## src/rtl/sat_pkg.sv

```systemverilog
package sat_pkg;

  typedef enum logic [1:0] {
    EW_FULL    = 2'b00,
    EW_HALF    = 2'b01,
    EW_QUARTER = 2'b10,
    EW_EIGHTH  = 2'b11
  } ew_sel_e;

  typedef struct packed {
    logic ovf;
    logic illegal;
    logic ca;
    logic ca32;
  } sat_flags_t;

  // Element width in bits for a given select code.
  function automatic int unsigned ew_bits(input int unsigned full_w, input int unsigned code);
    return full_w >> code;
  endfunction

endpackage

```

## src/rtl/sat_bounds.sv

```systemverilog
module sat_bounds #(
  parameter int unsigned DATA_W = 64,
  parameter int unsigned IN_W   = DATA_W + 2
) (
  input  logic [1:0]               ew_sel,
  output logic signed [IN_W-1:0]   u_max,
  output logic signed [IN_W-1:0]   s_max,
  output logic signed [IN_W-1:0]   s_min,
  output logic [DATA_W-1:0]        keep_mask
);
  localparam int unsigned NSEL = 4;
  localparam logic [IN_W-1:0] ONE = IN_W'(1);

  logic signed [IN_W-1:0] umax_a [NSEL];
  logic signed [IN_W-1:0] smax_a [NSEL];
  logic signed [IN_W-1:0] smin_a [NSEL];
  logic [DATA_W-1:0]      mask_a [NSEL];

  for (genvar g = 0; g < NSEL; g++) begin : g_width
    localparam int unsigned W = sat_pkg::ew_bits(DATA_W, g);
    localparam logic [IN_W-1:0] UMAX = (ONE << W) - ONE;
    localparam logic [IN_W-1:0] SMAX = (ONE << (W - 1)) - ONE;
    assign umax_a[g] = $signed(UMAX);
    assign smax_a[g] = $signed(SMAX);
    assign smin_a[g] = $signed(~SMAX);
    assign mask_a[g] = UMAX[DATA_W-1:0];
  end

  assign u_max     = umax_a[ew_sel];
  assign s_max     = smax_a[ew_sel];
  assign s_min     = smin_a[ew_sel];
  assign keep_mask = mask_a[ew_sel];

endmodule

```

## src/rtl/sat_core.sv

```systemverilog
module sat_core
  import sat_pkg::*;
#(
  parameter int unsigned DATA_W = 64,
  parameter int unsigned IN_W   = DATA_W + 2
) (
  input  logic signed [IN_W-1:0] x,
  input  logic signed [IN_W-1:0] u_max,
  input  logic signed [IN_W-1:0] s_max,
  input  logic signed [IN_W-1:0] s_min,
  input  logic [DATA_W-1:0]      keep_mask,
  input  logic                   signed_mode,
  input  logic                   sat_en,
  input  logic                   oe,
  input  logic                   ca_in,
  input  logic                   ca32_in,
  output logic [DATA_W-1:0]      y,
  output sat_flags_t             flags,
  output logic                   clamp_hi,
  output logic                   clamp_lo
);
  logic signed [IN_W-1:0] hi_b;
  logic signed [IN_W-1:0] lo_b;
  logic                   bad_combo;

  assign hi_b      = signed_mode ? s_max : u_max;
  assign lo_b      = signed_mode ? s_min : '0;
  assign bad_combo = sat_en & oe;
  assign clamp_hi  = sat_en & ~bad_combo & (x > hi_b);
  assign clamp_lo  = sat_en & ~bad_combo & (x < lo_b);

  always_comb begin
    y             = x[DATA_W-1:0] & keep_mask;
    flags.ovf     = 1'b0;
    flags.illegal = 1'b0;
    flags.ca      = ca_in;
    flags.ca32    = ca32_in;
    if (bad_combo) begin
      y             = '0;
      flags.illegal = 1'b1;
      flags.ca      = 1'b0;
      flags.ca32    = 1'b0;
    end else if (sat_en) begin
      flags.ca   = 1'b0;
      flags.ca32 = 1'b0;
      if (clamp_hi) begin
        y         = hi_b[DATA_W-1:0] & keep_mask;
        flags.ovf = 1'b1;
      end else if (clamp_lo) begin
        y         = lo_b[DATA_W-1:0] & keep_mask;
        flags.ovf = 1'b1;
      end
    end
  end

endmodule

```

## src/rtl/sat_clamp_unit.sv

```systemverilog
module sat_clamp_unit
  import sat_pkg::*;
#(
  parameter int unsigned DATA_W = 64
) (
  input  logic                  clk,
  input  logic                  rst_n,
  input  logic                  in_valid,
  input  logic [DATA_W+1:0]     res_in,
  input  logic [1:0]            ew_sel,
  input  logic                  sat_signed,
  input  logic                  sat_en,
  input  logic                  oe_in,
  input  logic                  ca_in,
  input  logic                  ca32_in,
  output logic                  out_valid,
  output logic [DATA_W-1:0]     res_out,
  output logic                  ovf_out,
  output logic                  illegal_out,
  output logic                  ca_out,
  output logic                  ca32_out
);
  localparam int unsigned IN_W = DATA_W + 2;

  logic signed [IN_W-1:0] u_max, s_max, s_min;
  logic [DATA_W-1:0]      keep_mask;
  logic [DATA_W-1:0]      y_d;
  sat_flags_t             flags_d;
  logic                   clamp_hi_w;
  logic                   clamp_lo_w;

  sat_bounds #(.DATA_W(DATA_W), .IN_W(IN_W)) u_bounds (
    .ew_sel    (ew_sel),
    .u_max     (u_max),
    .s_max     (s_max),
    .s_min     (s_min),
    .keep_mask (keep_mask)
  );

  sat_core #(.DATA_W(DATA_W), .IN_W(IN_W)) u_core (
    .x           ($signed(res_in)),
    .u_max       (u_max),
    .s_max       (s_max),
    .s_min       (s_min),
    .keep_mask   (keep_mask),
    .signed_mode (sat_signed),
    .sat_en      (sat_en),
    .oe          (oe_in),
    .ca_in       (ca_in),
    .ca32_in     (ca32_in),
    .y           (y_d),
    .flags       (flags_d),
    .clamp_hi    (clamp_hi_w),
    .clamp_lo    (clamp_lo_w)
  );

  always_ff @(posedge clk) begin
    if (!rst_n) begin
      out_valid   <= 1'b0;
      res_out     <= '0;
      ovf_out     <= 1'b0;
      illegal_out <= 1'b0;
      ca_out      <= 1'b0;
      ca32_out    <= 1'b0;
    end else begin
      out_valid <= in_valid;
      if (in_valid) begin
        res_out     <= y_d;
        ovf_out     <= flags_d.ovf;
        illegal_out <= flags_d.illegal;
        ca_out      <= flags_d.ca;
        ca32_out    <= flags_d.ca32;
      end
    end
  end

endmodule

```

## config.mk

```make
export PLATFORM = sky130hd
export DESIGN_NAME = sat_clamp_unit
export DESIGN_NICKNAME = d
export VERILOG_FILES = /design/src/rtl/sat_pkg.sv /design/src/rtl/sat_bounds.sv /design/src/rtl/sat_core.sv /design/src/rtl/sat_clamp_unit.sv
export SDC_FILE = /design/constraint.sdc
export NUM_CORES = 1
export LEC_CHECK = 0
export BUFFER_PORTS_ARGS = -buffer_cell sky130_fd_sc_hd__buf_2
export CELL_PAD_IN_SITES_DETAIL_PLACEMENT = 1
export CELL_PAD_IN_SITES_GLOBAL_PLACEMENT = 2
export CORE_ASPECT_RATIO = 0.8
export CORE_MARGIN = 2
export CORE_UTILIZATION = 36
export CTS_BUF_LIST = sky130_fd_sc_hd__clkbuf_4 sky130_fd_sc_hd__clkbuf_8
export DETAILED_ROUTE_END_ITERATION = 10
export PLACE_DENSITY = 0.85
export RECOVER_POWER = 25
export SKIP_CTS_REPAIR_TIMING = 1
export SYNTH_ARGS = -nofsm -noshare
export SYNTH_HDL_FRONTEND = slang
export SYNTH_SLANG_ARGS = --single-unit
```

## constraint.sdc

```tcl
create_clock -name clk -period 8.9 [get_ports clk]
set_clock_uncertainty 0.2 [all_clocks]
set_input_delay 0 -clock clk [delete_from_list [all_inputs] [get_ports clk]]
set_output_delay 0 -clock clk [all_outputs]
set_load 0.005 [all_outputs]
```

* After elaboration in Yosys (flattened, before gate mapping)
Index checks and enable logic that the tools add are counted.
** Storage, ports and cells
- Register bits :: 69
- Bits of input ports :: 76
** Operators by class
- Magnitude comparators :: 3
- Multiplexer cells :: 25
- Bitwise gates (word level) :: 9
** Operators with widths (number)
- $mux 66 :: 8
- $bmux 66 s2 :: 3
- $mux 64 :: 6
- $and 64x64->64 :: 3
- $bmux 64 s2 :: 1
- $gt 66x66->1 :: 1
- $lt 66x66->1 :: 1
- $mux 1 :: 5
- $and 1x1->1 :: 4
- $mux 2 :: 2
- $ge 3x3->1 const B :: 1
- $not 2->3 :: 1
- $not 1->1 :: 1

* Longest topological paths before layout
Gate-level depths: netlist of the first run.
- Word-level depth :: 11
- Mapped depth :: 15
- Mapped depth without buffers :: 13

* Cells and area by module
A second synthesis of the first run with hierarchy kept.
** Second synthesis, totals
- Cell total of the unflattened synthesis :: 1218
- Area, all modules :: 9898.2 sq um
** Modules (own cells, without submodules)
- sat_core :: times used 1, cells an instance 733, area an instance 5340.1 sq um
- sat_clamp_unit :: times used 1, cells an instance 221, area an instance 2596.2 sq um
- sat_bounds :: times used 1, cells an instance 264, area an instance 1961.9 sq um

* Least setup slack after synthesis of the first run
Ideal clock, no wire load.
- Path kind :: input to register
- From :: in ew_sel[1]
- To :: reg res_out[21]
- Library setup time :: 0.122 ns
- Arrival time :: 4.288 ns
- Required time :: 8.578 ns
- Path slack :: 4.291 ns
- Stages on the path :: 15
- Cells stage by stage :: clkbuf_8 nor2_1 inv_1 nand2_1 ha_1 nand4_1 nor4_1 o211ai_1 a41oi_1 a2111oi_0 o21ai_2 xor2_1 o31ai_4 buf_6 a221o_1
** Between the ends
- Word-level cells in the longest chain between the ends :: 11
- Elaborated cells between the ends (all ways) :: 26
- Those cells by class :: order compare (2); mux (18); bitwise (6)
** RTL lines
- start, declared :: RTL line sat_clamp_unit.sv:10 : input logic [1:0] ew_sel,
- $not 2->3 (implied by the code) *
- $bmux 66 s2 :: RTL line sat_bounds.sv:31 : assign s_min = smin_a[ew_sel];
- $mux 66 (implied by the code) (2 in a row) :: RTL line sat_bounds.sv:31
- $mux 66 :: RTL line sat_core.sv:27 : assign lo_b = signed_mode ? s_min : '0;
- $lt 66x66->1 :: RTL line sat_core.sv:30 : assign clamp_lo = sat_en & ~bad_combo & (x < lo_b);
- $and 1x1->1 :: RTL line sat_core.sv:30
- $mux 64 :: RTL line sat_core.sv:49 : end else if (clamp_lo) begin
- $mux 64 :: RTL line sat_core.sv:46 : if (clamp_hi) begin
- $mux 64 * :: RTL line sat_core.sv:43 : end else if (sat_en) begin
- $mux 64 * :: RTL line sat_core.sv:38 : if (bad_combo) begin
- end signal, assigned :: RTL line sat_clamp_unit.sv:68 : res_out <= y_d;
- end, declared :: RTL line sat_clamp_unit.sv:17 : output logic [DATA_W-1:0] res_out,
Mark *: on every way between the ends. The rest lies on a longest branch, timed or not. The select of a mux whose other input is x is not followed.
A chain may end at the register's enable or synchronous reset.

* Worst setup path in the final report of the first run
- From :: in ew_sel[0]
- To :: reg res_out[31]
The elaborated chain is that of the path after synthesis.

==> key figures, run 1 <==
Outcome
  – Status: finished with violations
  – Failing checks: negative hold slack

STA
  – Slew HR: 11.0%
  – Period utilization: 56.9%
  – Setup TNS: 0 ps
  – Crit path time final: 5060 ps
  – Worst-margin pin slew: 1340 ps
  – Unrepaired setup endpoints after global routing: false
  – Fmax achieved: 0.198 GHz
  – Hold slack: -10.0 ps
  – Final setup fails: 0
  – Final hold vios: 1
  – Final count of pins violating max slew: 0

CTS
  – H-tree depth: 3
  – CTS tree: yes
  – Worst-skew pair later-pin latency: 370 ps
  – # clock sinks: 69
  – Clock buffer depth: 2
  – Clk root buf: clkbuf_8
  – TritonCTS Buffers: 9
  – Worst-path clk slew: 80 ps

Synthesis
  – Yosys cell types: 69
  – Ys Warns: 0
  – Yosys top cell area share: 30.9%
  – Mapped Cells: 581
  – Ranking of synthesized cells by area: ha_1 31%, dfxtp_1 25%, a221o_1 8.5%, a21oi_1 4.1%, nand2_1 3.6%
  – Flops & latches, synth: 69
  – Synthesized cell area: 5550 um^2
  – Register area share after synthesis: 24.9%
  – Post-synth EDFFs: 0
  – Synth area leader: ha_1
  – Post-Syn Nets: 794
  – Post-synth ARST share: 0%
  – Main flop type after synthesis: dfxtp_1
  – Mean Syn Cell Area: 9.56 um^2

Route
  – WL/cell: 18.5 um
  – DRT antenna net count: 0
  – Vias per cell: 5.46
  – Iter 0 DRT Violations: 244
  – Vias: 5524
  – Initial DRT Pass Iterations: 4
  – Routed WL: 18700 um
  – DR DRC count: 0

Pwr
  – Peak VDD IR: 74.8 uV
  – Leak: 3.46 nW
  – PwrDens: 120 nW/um^2

Floorplan
  – # IOs: 145
  – Initial Utilization: 36.9%
  – Die H: 115 um
  – FP Rows: 40
  – Core Region: 15100 um^2
  – Die width: 143 um
  – Die Area: 16400 um^2

Worst hold path
  – Worst min path class: input pin to register
  – Hold_sp: rst_n

Setup path
  – Worst setup startpoint: ew_sel[0]
  – Type of element launching the critical path: input pin
  – Critical path peak fanout: 37
  – Critical R2R Launch: res_out[7]
  – WS Path Type: input pin to register
  – Crit path capture type: register
  – CP Data Required Time: 8960 ps
  – Critical path arrival: 5120 ps

Global routing
  – All-layer global routing usage: 21.6%
  – First-pass GRT wire length: 28000 um
  – Initial antenna violation count: 0
  – Grt total ovfl: 0
  – Largest net degree at the start of global routing: 38
  – Number of global-route vias before repair: 5292

Layout
  – Antenna cells: 0
  – Layout cell share with drive strength beyond 1: 21.2%
  – Commonest cells after routing, fill and taps aside: 137 x ha_1, 126 x buf_2, 77 x dlygate4sd3_1
  – Multi-input gate area: 3960 um^2
  – Post-layout instance area: 7410 um^2
  – Nets: 1010
  – Filler instances: 1750
  – Commonest non-fill, non-tap cell in the layout: ha_1
  – Register area: 1380 um^2
  – Synthesis-to-finish area growth: 33.5%

Placed design
  – Hpwl dp: 14000 um
  – Port Buffers: 144
  – GPL Wtd Cong: 0.825
  – Post-placement cell area: 6440 um^2

Flow run
  – Max-capacitance violation count: 0
[through the flow]
step                utilization, %  std cells  setup WS (ps)  power (mW)  hold WS (ps)
floorplan                        -        581           4290       0.470         -61.8
global placement              42.7        919           4320       0.546          56.8
detailed placement            42.7        919           4070       0.561          73.0
CTS                           44.3        935           4470       0.871          -328
global route                  49.2       1012           3420       0.945          12.6
finish                        49.2       1012           3840       0.888         -10.0
[kinds of logic after synthesis]
kind of cell,after synthesis,synth area share [%]
XOR/XNOR,1,0.158
buffers and inverters,42,4.24
AO/OA/AOI/OAI,170,23.8
AND/OR/NAND/NOR,157,15.2
flip-flops,69,24.9
adder cells (fa/ha/maj),137,30.9
multiplexers,5,0.924
[cells in the mapped netlist, types with 2 or more instances]
cell and number:
inv_1 23, a21boi_0 5, a21oi_1 45, nand2b_1 2, clkbuf_1 10, and4_1 4
o31ai_1 5, ha_1 137, a221o_1 47, o211ai_1 9, mux2i_1 4, nor4b_1 4
a221o_2 5, a21o_1 4, or3_1 4, buf_6 2, o21ai_0 18, a211oi_1 4
nand2_2 2, a22o_1 2, nand3_1 16, a22oi_1 4, o221ai_1 2, nor3_1 5
nor2b_1 8, dfxtp_1 69, nor2_1 21, clkbuf_8 3, nand2_1 53, nand4_1 15
a221oi_1 2, and2_1 3, or2_2 2, nor4_1 4, nand4b_1 2, buf_2 3
[sequential cells by signal, indices dropped and copies added (netlist names)]
register	count
ca32_out	1
illegal_out	1
res_out	64
ca_out	1
out_valid	1
ovf_out	1
[report_power, final]
part	switching, mW	internal [mW]
clock	0.130	0.175
sequential	0.00795	0.323
combinational	0.137	0.114
[final cells by class]
type	instances	share of cell area (%)
clock inverters	4	0.945
well taps	210	3.54
multi-input cells	470	53.5
inverters	23	1.16
clock buffers	12	2.14
flip-flops and latches	69	18.6
repair buffers	224	20.1
[critical path, cell delays in order]
cell and delay [ps]:
dlygate4sd3_1 520, buf_2 170, nor2_1 90, inv_1 80, buf_4 400, nand2_1 100, buf_4 270, ha_1 350
nand4_1 190, nor4_1 410, o211ai_1 140, a41oi_1 240, a2111oi_0 110, o21ai_2 240, mux2i_1 350, mux2i_1 220
dlygate4sd3_1 580, o31ai_1 70, dlygate4sd3_1 580
[routing by layer]
layer	track usage [%]	part of all wire, %
met4	5.41	1.5
met2	35.6	47
met3	4.62	4.4
met1	29.0	47
met5	0	0
[final timing paths]
kind,depth (start not counted),endpoint,slack [ps]
worst max register to register,5,res_out[7],7060
worst max-delay path,19,res_out[31],3840
worst min register to register,1,res_out[58],290
worst min-delay path,4,res_out[15],-10
Power figures use the tool's default switching activity.
==> inputs of run 2 (changes only) <==
--- a/config.mk
+++ b/config.mk
@@ -10,10 +10,10 @@
 export CELL_PAD_IN_SITES_GLOBAL_PLACEMENT = 2
 export CORE_ASPECT_RATIO = 0.8
 export CORE_MARGIN = 2
-export CORE_UTILIZATION = 36
+export CORE_UTILIZATION = 30
 export CTS_BUF_LIST = sky130_fd_sc_hd__clkbuf_4 sky130_fd_sc_hd__clkbuf_8
 export DETAILED_ROUTE_END_ITERATION = 10
-export PLACE_DENSITY = 0.85
+export PLACE_DENSITY = 0.75
 export RECOVER_POWER = 25
 export SKIP_CTS_REPAIR_TIMING = 1
 export SYNTH_ARGS = -nofsm -noshare
==> constraint.sdc (replaced) <==
create_clock -name clk -period 4.45 [get_ports clk]
set_clock_uncertainty 0.2 [all_clocks]
set_input_delay 0 -clock clk [delete_from_list [all_inputs] [get_ports clk]]
set_output_delay 0 -clock clk [all_outputs]
set_load 0.005 [all_outputs]
==> run 2 against run 1 <==
Against the previous run:
- the flow still finishes with violations (negative hold slack)
- wire length increased by 1.1%
- die area up 19%
- largest cell class unchanged
- largest power group unchanged
- register-to-register slack worse by 4400 ps
- flip-flop and latch count is the same
- sequential power rose by 100%
- first-iteration DRC count down 8.6%
- power grew 86%
- worst setup slack lost 3600 ps
- highest routed layer is now met5
==> key figures, run 2 (synthesis results as in run 1) <==
STA
  – Slew HR: 47.5%
  – Crit path time final: 4240 ps
  – Unrepaired setup endpoints after global routing: false
  – Final hold vios: 1
  – Setup ws final: 212 ps
  – Final count of pins violating max slew: 0
  – Worst-margin pin slew: 786 ps
  – Hold slack: -29.9 ps
  – Period utilization: 95.2%
  – Final setup fails: 0
  – Setup TNS: 0 ps
  – Fmax achieved: 0.236 GHz

Global routing
  – First-pass GRT wire length: 29200 um
  – All-layer global routing usage: 18.7%
  – Initial antenna violation count: 1
  – Number of global-route vias before repair: 5512
  – Grt total ovfl: 0
  – Largest net degree at the start of global routing: 37

CTS
  – CTS tree: yes
  – Clk root buf: clkbuf_8
  – Worst-path clk slew: 80 ps
  – Clock buffer depth: 2
  – # clock sinks: 69
  – Worst-skew pair later-pin latency: 380 ps
  – H-tree depth: 3
  – TritonCTS Buffers: 9

Setup path
  – WS Path Type: input pin to register
  – Type of element launching the critical path: input pin
  – Critical path peak fanout: 8
  – CP Data Required Time: 4520 ps
  – Critical path arrival: 4300 ps
  – Crit path capture type: register

Floorplan
  – Die H: 126 um
  – FP Rows: 44
  – Die width: 156 um
  – Die Area: 19600 um^2
  – # IOs: 145
  – Initial Utilization: 30.6%
  – Core Region: 18200 um^2

Placed design
  – GPL Wtd Cong: 0.798
  – Place WS: 401 ps
  – Port Buffers: 144
  – Hpwl dp: 14200 um
  – Cell Count Post-Placement: 948

Layout
  – Max reg flops: 64
  – Synthesis-to-finish area growth: 34.2%
  – Non-Filler Instances: 1039
  – Reg with most FFs: res_out
  – Fin util: 41.0%
  – Commonest cells after routing, fill and taps aside: 137 x ha_1, 134 x buf_2, 75 x dlygate4sd3_1
  – Filler instances: 2138
  – Nets: 1017
  – Antenna cells: 0
  – Layout cell share with drive strength beyond 1: 23.2%
  – Commonest non-fill, non-tap cell in the layout: ha_1

Pwr
  – Leak: 3.51 nW
  – Peak VDD IR: 135 uV
  – PwrDens: 222 nW/um^2

Outcome
  – Status: finished with violations
  – Failing checks: negative hold slack

Route
  – Routed WL: 18900 um
  – Vias: 5563
  – Vias per cell: 5.35
  – WL/cell: 18.2 um
  – DRT antenna net count: 0
  – Iter 0 DRT Violations: 223
  – DR DRC count: 0
  – Initial DRT Pass Iterations: 4

Worst hold path
  – Worst min path class: input pin to register

Flow run
  – Max-capacitance violation count: 0
run 2: cell types whose count changed in the layout (fill, tap and decap cells not counted), moves of 2 or more:
cell,before,now
buf_2,126,134
buf_4,3,11
bufinv_16,2,0
clkbuf_1,18,10
clkbuf_8,11,9
clkinv_2,2,4
dlygate4sd3_1,77,75
run 2: final timing paths:
check | cells after the start | end | slack (ps) | start
hold reg to reg | 1 | res_out[41] | 280 | res_out[41]
setup reg to reg | 5 | res_out[7] | 2630 | res_out[7]
hold / removal | 4 | res_out[63] | -30 | res_in[63]
setup / recovery | 15 | res_out[31] | 210 | sat_signed
run 2: worst max-delay path: stages:
cell           delay, ps
dlygate4sd3_1        530
buf_2                180
and2_1               170
or2_2                310
ha_1                 310
and4b_1              250
nand4_1              150
or4b_4               590
o21a_1               210
o22a_1               230
a31oi_4              310
nand2_2              190
nand2_1              200
o31ai_1               90
dlygate4sd3_1        570
run 2: final cells by class:
class,instances,area [um^2],share of cell area (%)
inverters,23,86.3,1.16
well taps,230,288,3.86
clock inverters,5,27.5,0.369
clock buffers,11,139,1.86
repair buffers,231,1560,21.0
multi-input cells,470,3970,53.2
flip-flops and latches,69,1380,18.5
run 2: power by group:
group	switching, mW	internal, mW	leakage, nW
logic	0.272	0.233	2.85
clock network	0.274	0.211	0.0897
registers	0.0159	0.645	0.562
total	0.563	1.09	3.51
run 2: metal layers:
metal	vias to the layer above	global-route usage, %	share of wire [%]
li1	2719	-	-
met2	121	30.0	46
met1	2706	25.7	49
met5	-	0	0.069
met4	2	4.32	0.96
met3	15	4.16	4.4
run 2: per-stage QoR:
stage / area (um^2) / power (mW)
after floorplan: 5560 / 0.941
after global placement: 6550 / 1.10
after detailed placement: 6550 / 1.13
after CTS: 6710 / 1.63
after global routing: 7450 / 1.77
final: 7450 / 1.65
